--- config.mk ---
export PLATFORM = sky130hd
export DESIGN_NAME = byte_lane_io
export DESIGN_NICKNAME = d
export VERILOG_FILES = /design/src/rtl/byte_lane_io_pkg.sv /design/src/rtl/blio_decode.sv /design/src/rtl/blio_in_lane.sv /design/src/rtl/blio_out_lane.sv /design/src/rtl/byte_lane_io.sv
export SDC_FILE = /design/constraint.sdc
export NUM_CORES = 1
export LEC_CHECK = 0
export ABC_AREA = 0
export ABC_CLOCK_PERIOD_IN_PS = 3300
export BUFFER_PORTS_ARGS = -buffer_cell sky130_fd_sc_hd__buf_2
export CORE_MARGIN = 2
export CORE_UTILIZATION = 37
export CTS_BUF_LIST = sky130_fd_sc_hd__clkbuf_8
export DETAILED_ROUTE_END_ITERATION = 7
export PLACE_DENSITY_LB_ADDON = 0.15
export SETUP_SLACK_MARGIN = 0.15
export SYNTH_ARGS = -nofsm -noshare
export SYNTH_HDL_FRONTEND = slang
export SYNTH_SLANG_ARGS = --single-unit
--- constraint.sdc ---
create_clock -name clk -period 3.3 [get_ports clk]
set_clock_uncertainty 0.15 [all_clocks]
set_input_delay 0.99 -clock clk [delete_from_list [all_inputs] [get_ports clk]]
set_output_delay 0.99 -clock clk [all_outputs]
set_load 0.05 [all_outputs]
--- src/rtl/byte_lane_io_pkg.sv ---
// Shared types for the byte-lane I/O port pair.
// Assumes a bus of exactly two byte lanes.
package byte_lane_io_pkg;
    typedef struct packed {
        logic hi;   // high lane taking part
        logic lo;   // low lane taking part
    } lane_sel_t;
endpackage

--- src/rtl/blio_decode.sv ---
// Address and lane decoder for one 16-bit port of two consecutive byte addresses.
// Assumes BASE is even. It matches on the address bits above bit 0 and
// selects lanes from bit 0 and the active-low high-byte enable.
module blio_decode
    import byte_lane_io_pkg::*;
#(
    parameter int          ADDR_W = 16,
    parameter logic [15:0] BASE   = 16'h0006
) (
    input  logic [ADDR_W-1:0] addr,
    input  logic              mem_sel,
    input  logic              bhe_n,
    output lane_sel_t         sel
);
    localparam logic [ADDR_W-2:0] PAIR = BASE[ADDR_W-1:1];

    logic hit;

    // Port hit: I/O space and matching even/odd address pair.
    always_comb begin
        hit    = !mem_sel && (addr[ADDR_W-1:1] == PAIR);
        sel.lo = hit && !addr[0];
        sel.hi = hit && !bhe_n;
    end
endmodule

--- src/rtl/blio_in_lane.sv ---
// One byte lane of the input port: a modelled tri-state driver.
// Assumes the enable already includes the read strobe.
module blio_in_lane #(
    parameter int W = 8
) (
    input  logic         en,
    input  logic [W-1:0] sw,
    output logic         oe,
    output logic [W-1:0] dout
);
    // Drive the switch byte only while enabled; drive zero otherwise.
    always_comb begin
        oe   = en;
        dout = en ? sw : '0;
    end
endmodule

--- src/rtl/blio_out_lane.sv ---
// One byte lane of the output port: a clocked register feeding LEDs.
// Assumes the write strobe is stable around the sampling clock edge.
module blio_out_lane #(
    parameter int W = 8
) (
    input  logic         clk,
    input  logic         rst_n,
    input  logic         we,
    input  logic [W-1:0] d,
    output logic [W-1:0] q
);
    // Clear on reset; otherwise load on write and hold at all other times.
    always_ff @(posedge clk) begin
        if (!rst_n)  q <= '0;
        else if (we) q <= d;
    end
endmodule

--- src/rtl/byte_lane_io.sv ---
// Byte-lane I/O port pair: a 16-bit switch input port and a 16-bit LED
// output port on a two-lane processor bus. Both lanes are decoded
// independently, so byte and word accesses work at both ports.
// Assumes strobes last at least one clock and the port bases are even.
module byte_lane_io
    import byte_lane_io_pkg::*;
#(
    parameter int          ADDR_W  = 16,
    parameter int          LANE_W  = 8,
    parameter logic [15:0] IN_BASE  = 16'h0006,
    parameter logic [15:0] OUT_BASE = 16'h0004
) (
    input  logic                  clk,
    input  logic                  rst_n,
    input  logic [ADDR_W-1:0]     addr,
    input  logic                  mem_sel,
    input  logic                  bhe_n,
    input  logic                  rd_n,
    input  logic                  wr_n,
    input  logic [2*LANE_W-1:0]   bus_din,
    input  logic [2*LANE_W-1:0]   sw_in,
    output logic [2*LANE_W-1:0]   bus_dout,
    output logic [1:0]            bus_oe,
    output logic [2*LANE_W-1:0]   led_out
);
    localparam int LANES = 2;

    lane_sel_t        in_sel, out_sel;
    logic [LANES-1:0] rd_en, wr_en;

    blio_decode #(.ADDR_W(ADDR_W), .BASE(IN_BASE)) u_dec_in (
        .addr(addr), .mem_sel(mem_sel), .bhe_n(bhe_n), .sel(in_sel)
    );

    blio_decode #(.ADDR_W(ADDR_W), .BASE(OUT_BASE)) u_dec_out (
        .addr(addr), .mem_sel(mem_sel), .bhe_n(bhe_n), .sel(out_sel)
    );

    // Qualify lane selects with the read and write strobes.
    always_comb begin
        rd_en = {in_sel.hi,  in_sel.lo}  & {LANES{!rd_n}};
        wr_en = {out_sel.hi, out_sel.lo} & {LANES{!wr_n}};
    end

    for (genvar g = 0; g < LANES; g++) begin : g_lane
        blio_in_lane #(.W(LANE_W)) u_in (
            .en   (rd_en[g]),
            .sw   (sw_in[g*LANE_W +: LANE_W]),
            .oe   (bus_oe[g]),
            .dout (bus_dout[g*LANE_W +: LANE_W])
        );
        blio_out_lane #(.W(LANE_W)) u_out (
            .clk  (clk),
            .rst_n(rst_n),
            .we   (wr_en[g]),
            .d    (bus_din[g*LANE_W +: LANE_W]),
            .q    (led_out[g*LANE_W +: LANE_W])
        );
    end
endmodule

---- Yosys cells after proc, flatten, opt, wreduce, memory -nomap -nowiden ----
Index checks and enable logic that the tools add are counted.
storage, ports and cells
  input port bits ......................... 54
  register bits after elaboration ......... 16
  logic and storage cells ................. 19
  output and inout bits ................... 34
operators by class
  reductions and logical operators ........ 11
  multiplexer cells ....................... 2
  equality and inequality tests ........... 2
  bitwise logic cells ..................... 2
operators by type and width
  cell                 number
  $eq 15x2->1 const B  2
  $mux 8               2
  $logic_and 1x1->1    6
  $logic_not 1->1      5
  $and 2x2->2          2

---- Logic depth before layout (Yosys ltp) ----
Gate-level depths: netlist of the first run.
  depth in word-level cells ............... 5
  gate-level depth with buffers ........... 6
  gate-level depth less buffers ........... 4

---- Hierarchy ----
Synthesis of the first run repeated with hierarchy kept, for this count alone.
unflattened totals
  cells, all modules ...................... 86
  area total of the unflattened synthesis .. 854.6 um^2
modules (own cells, without submodules)
  module                   area each (um^2)  cells an instance  sequential area each (um^2)  instances
  blio_out_lane            301.5             25                 160.2                        2
  blio_in_lane             57.6              9                  0.0                          2
  blio_decode (u_dec_in)   63.8              7                  0.0                          1
  blio_decode (u_dec_out)  47.5              7                  0.0                          1
  byte_lane_io             25.0              4                  0.0                          1

---- Worst setup path before layout of the first run ----
No wires, ideal clock.
  path kind ............................... input to output
  from .................................... input port addr[8]
  to ...................................... output port bus_dout[0]
  data arrival time ....................... 2.384 ns
  buffers on the path ..................... 0
  slack ................................... -0.224 ns
  stages .................................. 4
  required time ........................... 2.160 ns
  cell sequence ........................... nor3_1 > nand4_4 > nor4b_4 > and2_1
on the way
  cells in the longest elaborated chain, start to end .. 5
RTL lines
  element                line                source
  from (decl)            byte_lane_io.sv:15  input logic [ADDR_W-1:0] addr,
  $eq 15x2->1            blio_decode.sv:21   hit = !mem_sel && (addr[ADDR_W-1:1] == PAIR);
  $logic_and 1x1->1      blio_decode.sv:21
  $logic_and 1x1->1      blio_decode.sv:22   sel.lo = hit && !addr[0];
  $and 2x2->2            byte_lane_io.sv:41  rd_en = {in_sel.hi, in_sel.lo} & {LANES{!rd_n}};
  via g_lane[0].u_in.en  blio_in_lane.sv:6   input logic en,
  $mux 8                 blio_in_lane.sv:14  dout = en ? sw : '0;
  to (decl)              byte_lane_io.sv:22  output logic [2*LANE_W-1:0] bus_dout,
The timed path passes the listed nets, and every way through them passes these cells.

---- Worst setup path in the final report of the first run ----
  from .................................... input port addr[5]
  to ...................................... output port bus_dout[9]
on the way
  cells in the longest elaborated chain, start to end .. 5
RTL lines
  element            line                source
  $eq 15x2->1        blio_decode.sv:21
  $logic_and 1x1->1  blio_decode.sv:21
  $logic_and 1x1->1  blio_decode.sv:23   sel.hi = hit && !bhe_n;
  $and 2x2->2        byte_lane_io.sv:41
  $mux 8             blio_in_lane.sv:14
Every way passes these cells.

==> flow_summary_export.csv, run 1 <==
group,metric,value,unit
routing,routed_wl,3360,µm
floorplanning,rows,18,
clock_tree,cts_tree,"yes",
timing,worstMarginPinSlew,0.605,ns
routing,vias,1119,
global_route,antenna_found_initial,0,
cells_and_area,final_common_cell,"buf_2",
floorplanning,die_area,2890,µm²
floorplanning,start_util,38.0,%
timing,hold_violations,0,
placement,gp_congestion,0.635,
logic_synthesis,synth.top_cells.by_area,"dfxtp_1 (35%), and2_1 (11%), nand3_1 (8.8%), o21ai_0 (8.8%), a21boi_1 (8.2%)",
timing,setup_viol,18,
cells_and_area,regMostFlops,"g_lane.u_out.q",
cells_and_area,syn2layout_area_growth,86.3,%
timing,rsz0062_at_grt,"yes",
cells_and_area,final_cells,219,
critical_path,r2r_cells,2,
timing,slew_headroom,59.7,%
timing,max_freq,0.284,GHz
critical_path,path_common_cell,"nor4b_4",
power,cellLeakagePower,0.795,nW
critical_path,cp_num_buf_inv,3,
logic_synthesis,syn-cell-area,915,µm²
critical_path,worstSetupStartpointType,"primary input",
timing,tns,-3.12,ns
power,ir_drop,0.000228,V
critical_path,cp.arrival,2.38,ns
clock_tree,htree_levels,1,
logic_synthesis,synth-seq-area-share,35.0,%
critical_path,path_max_fanout,4,
logic_synthesis,synth-seq-cells,16,
critical_path,slowest_delay,0.33,ns
logic_synthesis,netlist.area_leader.share,35.0,%
global_route,grt_start_max_net_pins,17,
placement,dp_cells,212,
clock_tree,path_clk_slew,0.06,ns
floorplanning,core,2410,µm²
timing,slew_violations,0,
timing,period_minus_slack,3.52,ns
cells_and_area,mostFrequentLayoutCells,"buf_2 (64), o21ai_0 (16), nand3_1 (16), dfxtp_1 (16), buf_8 (15)",
power,p_sw_share,21.7,%
critical_path,critPathTopFamily,"simple AND/OR/NAND/NOR gates",
global_route,grtUsageTotal,23.1,%
critical_path,crit_chain,"buf_6 > nor4b_4 > nand4_4 > nor4b_4 > buf_4 > and2_4 > buf_8",
placement,hpwl,2140,µm
logic_synthesis,synth.yosys.warnings,0,
routing,dr.pass1.iters,4,
global_route,grt_pass1_wl,4770,µm
clock_tree,cts.sinks,16,
global_route,grt_overflow,0,
global_route,grt_pass1_vias,1088,
routing,drtIter0Drc,8,
power,p_clk_share,40.5,%
critical_path,worst-path-stages,7,
cells_and_area,largest_register_ff_count,16,
floorplanning,io_pins,88,
clock_tree,clockRootBuffer,"clkbuf_8",
logic_synthesis,syn_nets,154,
floorplanning,die_w,53.7,µm
clock_tree,cts_buffers,3,
outcome,status,"finished, violations left",
hold_path,worstHoldPathCells,2,
cells_and_area,nets,244,
hold_path,hp-class,"reg2reg",
routing,via_per_inst,5.11,
cells_and_area,reg_top3,"g_lane.u_out.q: 16 flops",
clock_tree,cts_buffer_depth,2,
outcome,violations,"setup timing",
cells_and_area,antenna_cells,0,
power,power,426,µW
power,p_per_area,250,nW/µm²
routing,wl_per_cell,15.3,µm
clock_tree,clock_latency,0.25,ns
power,net-switching-power,92.5,µW
power,combinationalPowerShare,14.1,%
placement,portBuffers,87,
routing,drtAntennaViolNets,0,
logic_synthesis,synthCells,100,
timing,fin_crit_sh,107,%
power,seq_power_share,45.3,%
logic_synthesis,syn_area_per_cell,9.15,µm²
clock_tree,cts_hold_buffers,0,
power,intPower,333,µW
floorplanning,die-height,53.7,µm
critical_path,cp.required,2.16,ns
cells_and_area,drive_gt1_share,63.5,%
critical_path,cpMaxStageDelayCell,"nor4b_4",
run,drv_cap,0,
logic_synthesis,yosysTopAreaCell,"dfxtp_1",
routing,drcViolationCount,0,
cells_and_area,utilization,70.7,%
critical_path,end_kind,"output port",
critical_path,worstSetupPathType,"in2out",
timing,worst_slack,-0.220,ns
logic_synthesis,synth_cell_types,16,
[what timing repair did]
item	CTS	global route
cloned	2	0
pin swaps	6	9
resized for setup	51	20
endpoints found under the setup margin	18	18
buffers inserted	1	0
[kinds of logic after synthesis]
family | Yosys count | share of synthesized area (%)
AND/OR/NAND/NOR | 44 | 38.4
buffers and inverters | 8 | 4.65
AO/OA/AOI/OAI | 32 | 21.9
flip-flops | 16 | 35.0
[worst reg2reg max path: stages (launching register included)]
cell	delay [ns]
dfxtp_1	0.33
o21ai_0	0.08
a21boi_0	0.18
[final timing paths]
check / start / endpoint / slack [ns]
max: addr[5] / bus_dout[9] / -0.22
min: g_lane[0].u_out.q[7] / g_lane[0].u_out.q[7] / 0.32
max reg2reg: g_lane[0].u_out.q[1] / g_lane[0].u_out.q[1] / 2.48
min reg2reg: g_lane[0].u_out.q[7] / g_lane[0].u_out.q[7] / 0.32
[cell type report]
type	instances	area (µm²)
tap	30	37.5
sequential	16	320
timing repair buffer	92	673
fill	200	706
multi-input combinational	77	618
clock buffer	4	55.1
[metal layers]
layer / track usage, % / vias to the layer above / wire length, µm
li1: - / 543 / -
met1: 22.7 / 518 / 1190
met2: 46.1 / 50 / 1910
met3: 3.89 / 8 / 189
met4: 9.83 / 0 / 76
met5: 0 / - / 0
[Yosys cell counts]
| library cell | number |
|---|---|
| and4_1 | 1 |
| dfxtp_1 | 16 |
| nor4b_4 | 3 |
| a21boi_1 | 10 |
| a21boi_0 | 6 |
| or3_1 | 2 |
| o21ai_0 | 16 |
| nand3_1 | 16 |
| buf_2 | 1 |
| buf_4 | 3 |
| nor4_4 | 2 |
| nand4_4 | 1 |
| and2_1 | 16 |
| buf_1 | 2 |
| nor3_1 | 3 |
| clkbuf_1 | 2 |
[through the flow]
| stage | hold WS [ns] | worst slack [ns] | cell area, µm² |
|---|---|---|---|
| after global routing | 0.346 | -0.271 | 1700 |
| after CTS | 0.328 | -0.230 | 1650 |
| final | 0.320 | -0.220 | 1700 |
| after detailed placement | 0.318 | -0.376 | 1400 |
| after floorplan | 0.554 | -0.0941 | 942 |
| after global placement | 0.305 | -0.312 | 1400 |
[power by group through the flow]
stage / clock (mW) / combinational (mW) / sequential, mW
floorplan: 0 / 0.0125 / 0.197
finish: 0.173 / 0.0602 / 0.193
detailed placement: 0 / 0.0532 / 0.197
global placement: 0 / 0.0521 / 0.197
global route: 0.192 / 0.0652 / 0.193
CTS: 0.178 / 0.0588 / 0.193
Note: power is estimated with default switching activity, not from simulation.
==> run 2, diff against run 1 <==
--- a/config.mk
+++ b/config.mk
@@ -8,7 +8,6 @@
 export ABC_AREA = 0
 export ABC_CLOCK_PERIOD_IN_PS = 3300
 export BUFFER_PORTS_ARGS = -buffer_cell sky130_fd_sc_hd__buf_2
-export CORE_MARGIN = 2
 export CORE_UTILIZATION = 37
 export CTS_BUF_LIST = sky130_fd_sc_hd__clkbuf_8
 export DETAILED_ROUTE_END_ITERATION = 7
==> run 2 against run 1 <==
Compared with the run above:
- the run still ends with setup timing left
- non-clock buffer count rose by 8
- register-to-register slack got worse by 0.02 ns
- utilization rose by 7.0 points
- fmax fell by 1.6%
- setup slack got worse by 0.058 ns
- first-iteration DRC count rose by 50%
- total power barely moved
- die area fell by 7.3%
- clock-buffer cell count did not move
- sequential power barely moved
- via count rose by 3.3%
- clock power barely moved
- largest power group unchanged
- highest routed layer unchanged
==> flow_summary_export.csv, run 2 (same netlist as run 1, synthesis figures left out) <==
group,metric,value,unit
critical_path,cpMaxStageDelayCell,"nor4b_4",
timing,slew_violations,0,
timing,rsz0062_at_grt,"yes",
critical_path,r2r_end,"g_lane[0].u_out.q[0]",
placement,hpwl,2160,µm
floorplanning,start_util,40.2,%
cells_and_area,nets,252,
routing,via_per_inst,5.14,
timing,worstMarginPinSlew,0.552,ns
power,power,426,µW
cells_and_area,final_common_cell,"buf_2",
routing,vias,1156,
cells_and_area,reg_top3,"g_lane.u_out.q: 16 flops",
clock_tree,clock_latency,0.24,ns
clock_tree,clockRootBuffer,"clkbuf_8",
floorplanning,core,2280,µm²
critical_path,r2r_cells,2,
cells_and_area,antenna_cells,0,
critical_path,worst-path-stages,7,
floorplanning,rows,17,
global_route,grt_pass1_vias,1139,
cells_and_area,final_cells,225,
power,p_sw_share,21.7,%
critical_path,startpoint,"addr[5]",
timing,worst_slack,-0.278,ns
placement,post-place-ws,-0.399,ns
timing,period_minus_slack,3.58,ns
outcome,status,"finished, violations left",
clock_tree,path_clk_slew,0.06,ns
hold_path,hp-class,"reg2reg",
cells_and_area,regMostFlops,"g_lane.u_out.q",
power,intPower,333,µW
global_route,grtUsageTotal,26.2,%
critical_path,cp.arrival,2.44,ns
critical_path,cp_num_buf_inv,3,
timing,slew_headroom,63.2,%
cells_and_area,seq_area,320,µm²
cells_and_area,utilization,77.7,%
critical_path,slowest_delay,0.34,ns
placement,gp_congestion,0.623,
cells_and_area,largest_register_ff_count,16,
cells_and_area,syn2layout_area_growth,93.4,%
timing,fin_crit_sh,108,%
cells_and_area,drive_gt1_share,65.0,%
critical_path,worstSetupPathType,"in2out",
global_route,grt_start_max_net_pins,17,
global_route,grt_overflow,0,
cells_and_area,multi_input_area,621,µm²
floorplanning,die-height,51.7,µm
clock_tree,htree_levels,1,
critical_path,end_kind,"output port",
global_route,grt_pass1_wl,5060,µm
routing,routed_wl,3470,µm
timing,max_freq,0.279,GHz
floorplanning,die_area,2670,µm²
run,drv_cap,0,
power,p_clk_share,40.2,%
routing,dr.pass1.iters,4,
power,combinationalPowerShare,14.5,%
routing,drcViolationCount,0,
routing,wl_per_cell,15.4,µm
placement,dp_cells,211,
power,seq_power_share,45.4,%
critical_path,cp.required,2.16,ns
power,cellLeakagePower,0.835,nW
clock_tree,cts_buffers,3,
critical_path,crit_chain,"buf_6 > nor4b_4 > nand4_4 > buf_6 > nor4b_4 > and2_4 > buf_8",
cells_and_area,mostFrequentLayoutCells,"buf_2 (65), buf_8 (17)",
critical_path,reg2reg_setup_slack,2.46,ns
timing,hold_violations,0,
critical_path,critPathTopFamily,"simple AND/OR/NAND/NOR gates",
critical_path,worstSetupStartpointType,"primary input",
routing,drtAntennaViolNets,0,
timing,setup_viol,18,
global_route,antenna_found_initial,0,
clock_tree,cts_buffer_depth,2,
outcome,violations,"setup timing",
clock_tree,cts.sinks,16,
placement,portBuffers,87,
cells_and_area,n_fill_cell,156,
critical_path,rr_startpoint,"g_lane[0].u_out.q[0]",
clock_tree,cts_tree,"yes",
critical_path,path_max_fanout,4,
floorplanning,io_pins,88,
power,p_per_area,241,nW/µm²
power,net-switching-power,92.4,µW
power,ir_drop,0.000429,V
critical_path,endpoint,"bus_dout[0]",
floorplanning,die_w,51.7,µm
routing,drtIter0Drc,12,
run 2: repair_timing:
item                                    CTS  global route
gates resized for setup                  61            14
gates cloned                              2             0
hold buffers                              0             0
setup buffers                             6             2
pin swaps                                13             7
endpoints found under the setup margin   18            18
run 2: power groups by stage:
stage | registers (mW) | logic [mW] | clock network (mW)
6_report | 0.193 | 0.0616 | 0.171
5_1_grt | 0.193 | 0.0661 | 0.181
4_1_cts | 0.193 | 0.0597 | 0.174
3_5_place_dp | 0.197 | 0.0534 | 0
3_3_place_gp | 0.197 | 0.0525 | 0
2_1_floorplan | 0.197 | 0.0125 | 0
run 2: cell type report:
| type | instances | area share [%] |
|---|---|---|
| clock buffers | 4 | 3.11 |
| flip-flops and latches | 16 | 18.1 |
| well taps | 28 | 1.98 |
| repair buffers | 100 | 41.7 |
| multi-input cells | 77 | 35.1 |
run 2: stage by stage:
step	hold slack (ns)	TNS (ns)	instance area, µm²
after global placement	0.303	-5.41	1400
after CTS	0.324	-4.15	1720
after floorplan	0.554	-1.38	942
after global routing	0.356	-5.37	1770
after detailed placement	0.316	-6.62	1400
final	0.321	-3.85	1770
run 2: worst register-to-register path: cells and delay by family, from the launching register on:
kind           cells  cell delay, ns
flip-flops         1            0.32
AO/OA/AOI/OAI      2            0.28
run 2: worst min path at each step:
| stage | start | end | slack [ns] | cells past startpoint |
|---|---|---|---|---|
| finish | g_lane[0].u_out.q[7] | g_lane[0].u_out.q[7] | 0.32 | 2 |
| global route | g_lane[0].u_out.q[7] | g_lane[0].u_out.q[7] | 0.36 | 2 |
| CTS | g_lane[1].u_out.q[0] | g_lane[1].u_out.q[0] | 0.32 | 2 |
| floorplan | g_lane[0].u_out.q[3] | g_lane[0].u_out.q[3] | 0.55 | 2 |
| global placement | g_lane[1].u_out.q[3] | g_lane[1].u_out.q[3] | 0.30 | 2 |
| detailed placement | g_lane[1].u_out.q[0] | g_lane[1].u_out.q[0] | 0.32 | 2 |
run 2: routing by layer:
layer / up-vias / GRT usage (%) / routed length (µm)
met5: - / 0 / 0
met4: 0 / 11.3 / 163
met3: 12 / 5.26 / 181
met2: 51 / 52.2 / 1880
met1: 535 / 25.5 / 1240
li1: 558 / - / -
==> run 3, diff against run 2 <==
--- a/config.mk
+++ b/config.mk
@@ -8,11 +8,12 @@
 export ABC_AREA = 0
 export ABC_CLOCK_PERIOD_IN_PS = 3300
 export BUFFER_PORTS_ARGS = -buffer_cell sky130_fd_sc_hd__buf_2
-export CORE_UTILIZATION = 37
+export CORE_UTILIZATION = 36
 export CTS_BUF_LIST = sky130_fd_sc_hd__clkbuf_8
 export DETAILED_ROUTE_END_ITERATION = 7
 export PLACE_DENSITY_LB_ADDON = 0.15
 export SETUP_SLACK_MARGIN = 0.15
 export SYNTH_ARGS = -nofsm -noshare
 export SYNTH_HDL_FRONTEND = slang
+export SYNTH_HIERARCHICAL = 1
 export SYNTH_SLANG_ARGS = --single-unit
==> run 3 against run 2 <==
Compared with the run above:
- the run still ends with setup timing left
- first-iteration DRC count down 83%
- setup slack gained 0.17 ns
- clock power fell by 19%
- via count is 17% lower
- hold slack improved by 0.041 ns
- utilization is 1.6 points lower
- sequential power is essentially flat
- design area shrank 3.9%
- synthesized cell count down 14%
- area after synthesis decreased by 6.6%
- total power is 8.5% lower
- highest routed layer unchanged
==> flow_summary_export.csv, run 3 <==
group,metric,value,unit
clock_tree,cts_hold_buffers,0,
global_route,grt_start_max_net_pins,17,
clock_tree,clockRootBuffer,"clkbuf_8",
logic_synthesis,netlist.area_leader.share,37.5,%
routing,drcViolationCount,0,
timing,slew_violations,0,
logic_synthesis,syn-cell-area,855,µm²
placement,dp_cells,203,
cells_and_area,regMostFlops,"g_lane.u_out/q",
critical_path,worstSetupPathType,"in2out",
clock_tree,cts_buffers,3,
global_route,grt_pass1_wl,3900,µm
clock_tree,clock_latency,0.24,ns
floorplanning,die-height,50.7,µm
placement,hpwl,1830,µm
timing,max_freq,0.294,GHz
cells_and_area,nets,237,
routing,dr.pass1.iters,3,
timing,slew_headroom,81.4,%
clock_tree,cts_buffer_depth,2,
clock_tree,htree_levels,1,
logic_synthesis,ys.flop_type,"dfxtp_1",
timing,rsz0062_at_grt,"yes",
clock_tree,path_clk_slew,0.06,ns
floorplanning,die_area,2570,µm²
critical_path,crit_chain,"buf_6 > nor4_4 > nand4_1 > nor2_2 > nor2b_4 > and2_4 > buf_8",
critical_path,end_kind,"output port",
critical_path,slowest_delay,0.27,ns
floorplanning,rows,17,
cells_and_area,utilization,76.1,%
floorplanning,die_w,50.7,µm
timing,tns,-1.26,ns
critical_path,worstSetupStartpointType,"primary input",
cells_and_area,final_cells,209,
cells_and_area,syn2layout_area_growth,99.0,%
placement,gp_congestion,0.718,
cells_and_area,reg_top3,"g_lane.u_out/q: 16 flops",
critical_path,critPathTopFamily,"simple AND/OR/NAND/NOR gates",
critical_path,cpMaxStageDelayCell,"nor4_4",
global_route,grt_overflow,0,
cells_and_area,largest_register_ff_count,16,
floorplanning,core,2230,µm²
clock_tree,cts.sinks,16,
global_route,grtUsageTotal,20.7,%
logic_synthesis,synth.yosys.warnings,6,
timing,hold_ws,0.362,ns
routing,drtAntennaViolNets,0,
placement,portBuffers,87,
power,ir_drop,0.000408,V
timing,period_minus_slack,3.41,ns
logic_synthesis,ys_async_sr_fraction,0,%
cells_and_area,final_area,1700,µm²
logic_synthesis,synth_cell_types,12,
routing,wl_per_cell,12.7,µm
logic_synthesis,synth_edf_count,0,
global_route,grt_pass1_vias,929,
critical_path,cp.arrival,2.27,ns
critical_path,cp_num_buf_inv,2,
run,drv_cap,0,
critical_path,cp.required,2.16,ns
logic_synthesis,synth-seq-cells,16,
routing,vias,963,
hold_path,hp-class,"reg2reg",
power,power,389,µW
placement,place_area,1370,µm²
power,cellLeakagePower,0.764,nW
routing,routed_wl,2660,µm
logic_synthesis,yosysTopAreaCell,"dfxtp_1",
power,p_per_area,229,nW/µm²
routing,via_per_inst,4.61,
outcome,violations,"setup timing",
logic_synthesis,syn_area_per_cell,9.94,µm²
timing,worstMarginPinSlew,0.276,ns
logic_synthesis,post_synth_most_frequent_cells,"nor2b_1 (20), and2_1 (16), dfxtp_1 (16), mux2i_1 (16), nor2_1 (4)",
logic_synthesis,synth.top_cells.by_area,"dfxtp_1 (37%), mux2i_1 (19%), nor2b_1 (15%), and2_1 (12%), nor4_2 (4.4%)",
routing,drtIter0Drc,2,
timing,setup_viol,17,
logic_synthesis,syn_nets,140,
timing,fin_crit_sh,103,%
logic_synthesis,synthCells,86,
floorplanning,io_pins,88,
cells_and_area,final_common_cell,"buf_2",
cells_and_area,mostFrequentLayoutCells,"buf_2 (62), nor2b_1 (18), mux2i_1 (16), dfxtp_1 (16), buf_8 (15)",
placement,post-place-ws,-0.237,ns
timing,hold_violations,0,
global_route,antenna_found_initial,0,
logic_synthesis,synth-seq-area-share,37.5,%
clock_tree,cts_tree,"yes",
cells_and_area,antenna_cells,0,
floorplanning,start_util,38.3,%
critical_path,path_max_fanout,5,
timing,worst_slack,-0.106,ns
cells_and_area,drive_gt1_share,68.5,%
logic_synthesis,synth.most_common_cell,"nor2b_1",
outcome,status,"finished, violations left",
## run 3: cell types whose count changed in the layout (fill, tap and decap cells not counted), sizes merged, moves of 2 or more
cell,previous run,this run
nor2b,0,22
a21boi,16,0
mux2i,0,16
nand3,16,0
o21ai,16,0
buf,100,94
nor2,0,4
nor4,2,6
nor3,3,0
nor4b,4,1
or3,2,0
## run 3: logic make-up (layout without fill, tap and decap cells)
group                  Yosys count  count (layout)  synth area share, %
buffers and inverters            4              97                 4.39
muxes                           16              16                 18.7
and+or+nand+nor                 50              52                 39.4
DFF                             16              16                 37.5
## run 3: path summary, 6_finish.rpt
check,depth (start not counted),start,end,slack (ns)
max reg2reg,2,g_lane[1].u_out/q[6],g_lane[1].u_out/q[6],2.50
max,7,addr[12],bus_dout[3],-0.11
min,2,g_lane[0].u_out/q[0],g_lane[0].u_out/q[0],0.36
min reg2reg,2,g_lane[0].u_out/q[0],g_lane[0].u_out/q[0],0.36
## run 3: where the power goes
group          internal (mW)  switching (mW)
clock                 0.0806          0.0578
sequential             0.193     0.000000360
combinational         0.0359          0.0219
## run 3: cell type report
cell class	instances	area, µm²
clock buffer	3	41.3
fill	162	533
multi-input combinational	68	599
sequential	16	320
tap	28	35.0
timing repair buffer	94	704
## run 3: routing by layer
metal	share of wire [%]	wire, µm	track usage [%]	vias to the layer above
met2	56	1500	39.6	45
met4	1.2	32	7.41	0
met1	36	962	20.4	428
li1	-	-	-	486
met5	0	0	0	-
met3	6.2	166	6.67	4
## run 3: worst register-to-register path, delay by kind of cell, from the launching register on
kind | cells | cell delay (ns)
flops | 1 | 0.31
simple gates | 1 | 0.07
mux | 1 | 0.16
## run 3: what timing repair did
item	4_1_cts	5_1_grt
pin swaps	2	8
resized for setup	57	15
buffers inserted	0	1
gates cloned	2	0
endpoints found under the setup margin	18	18
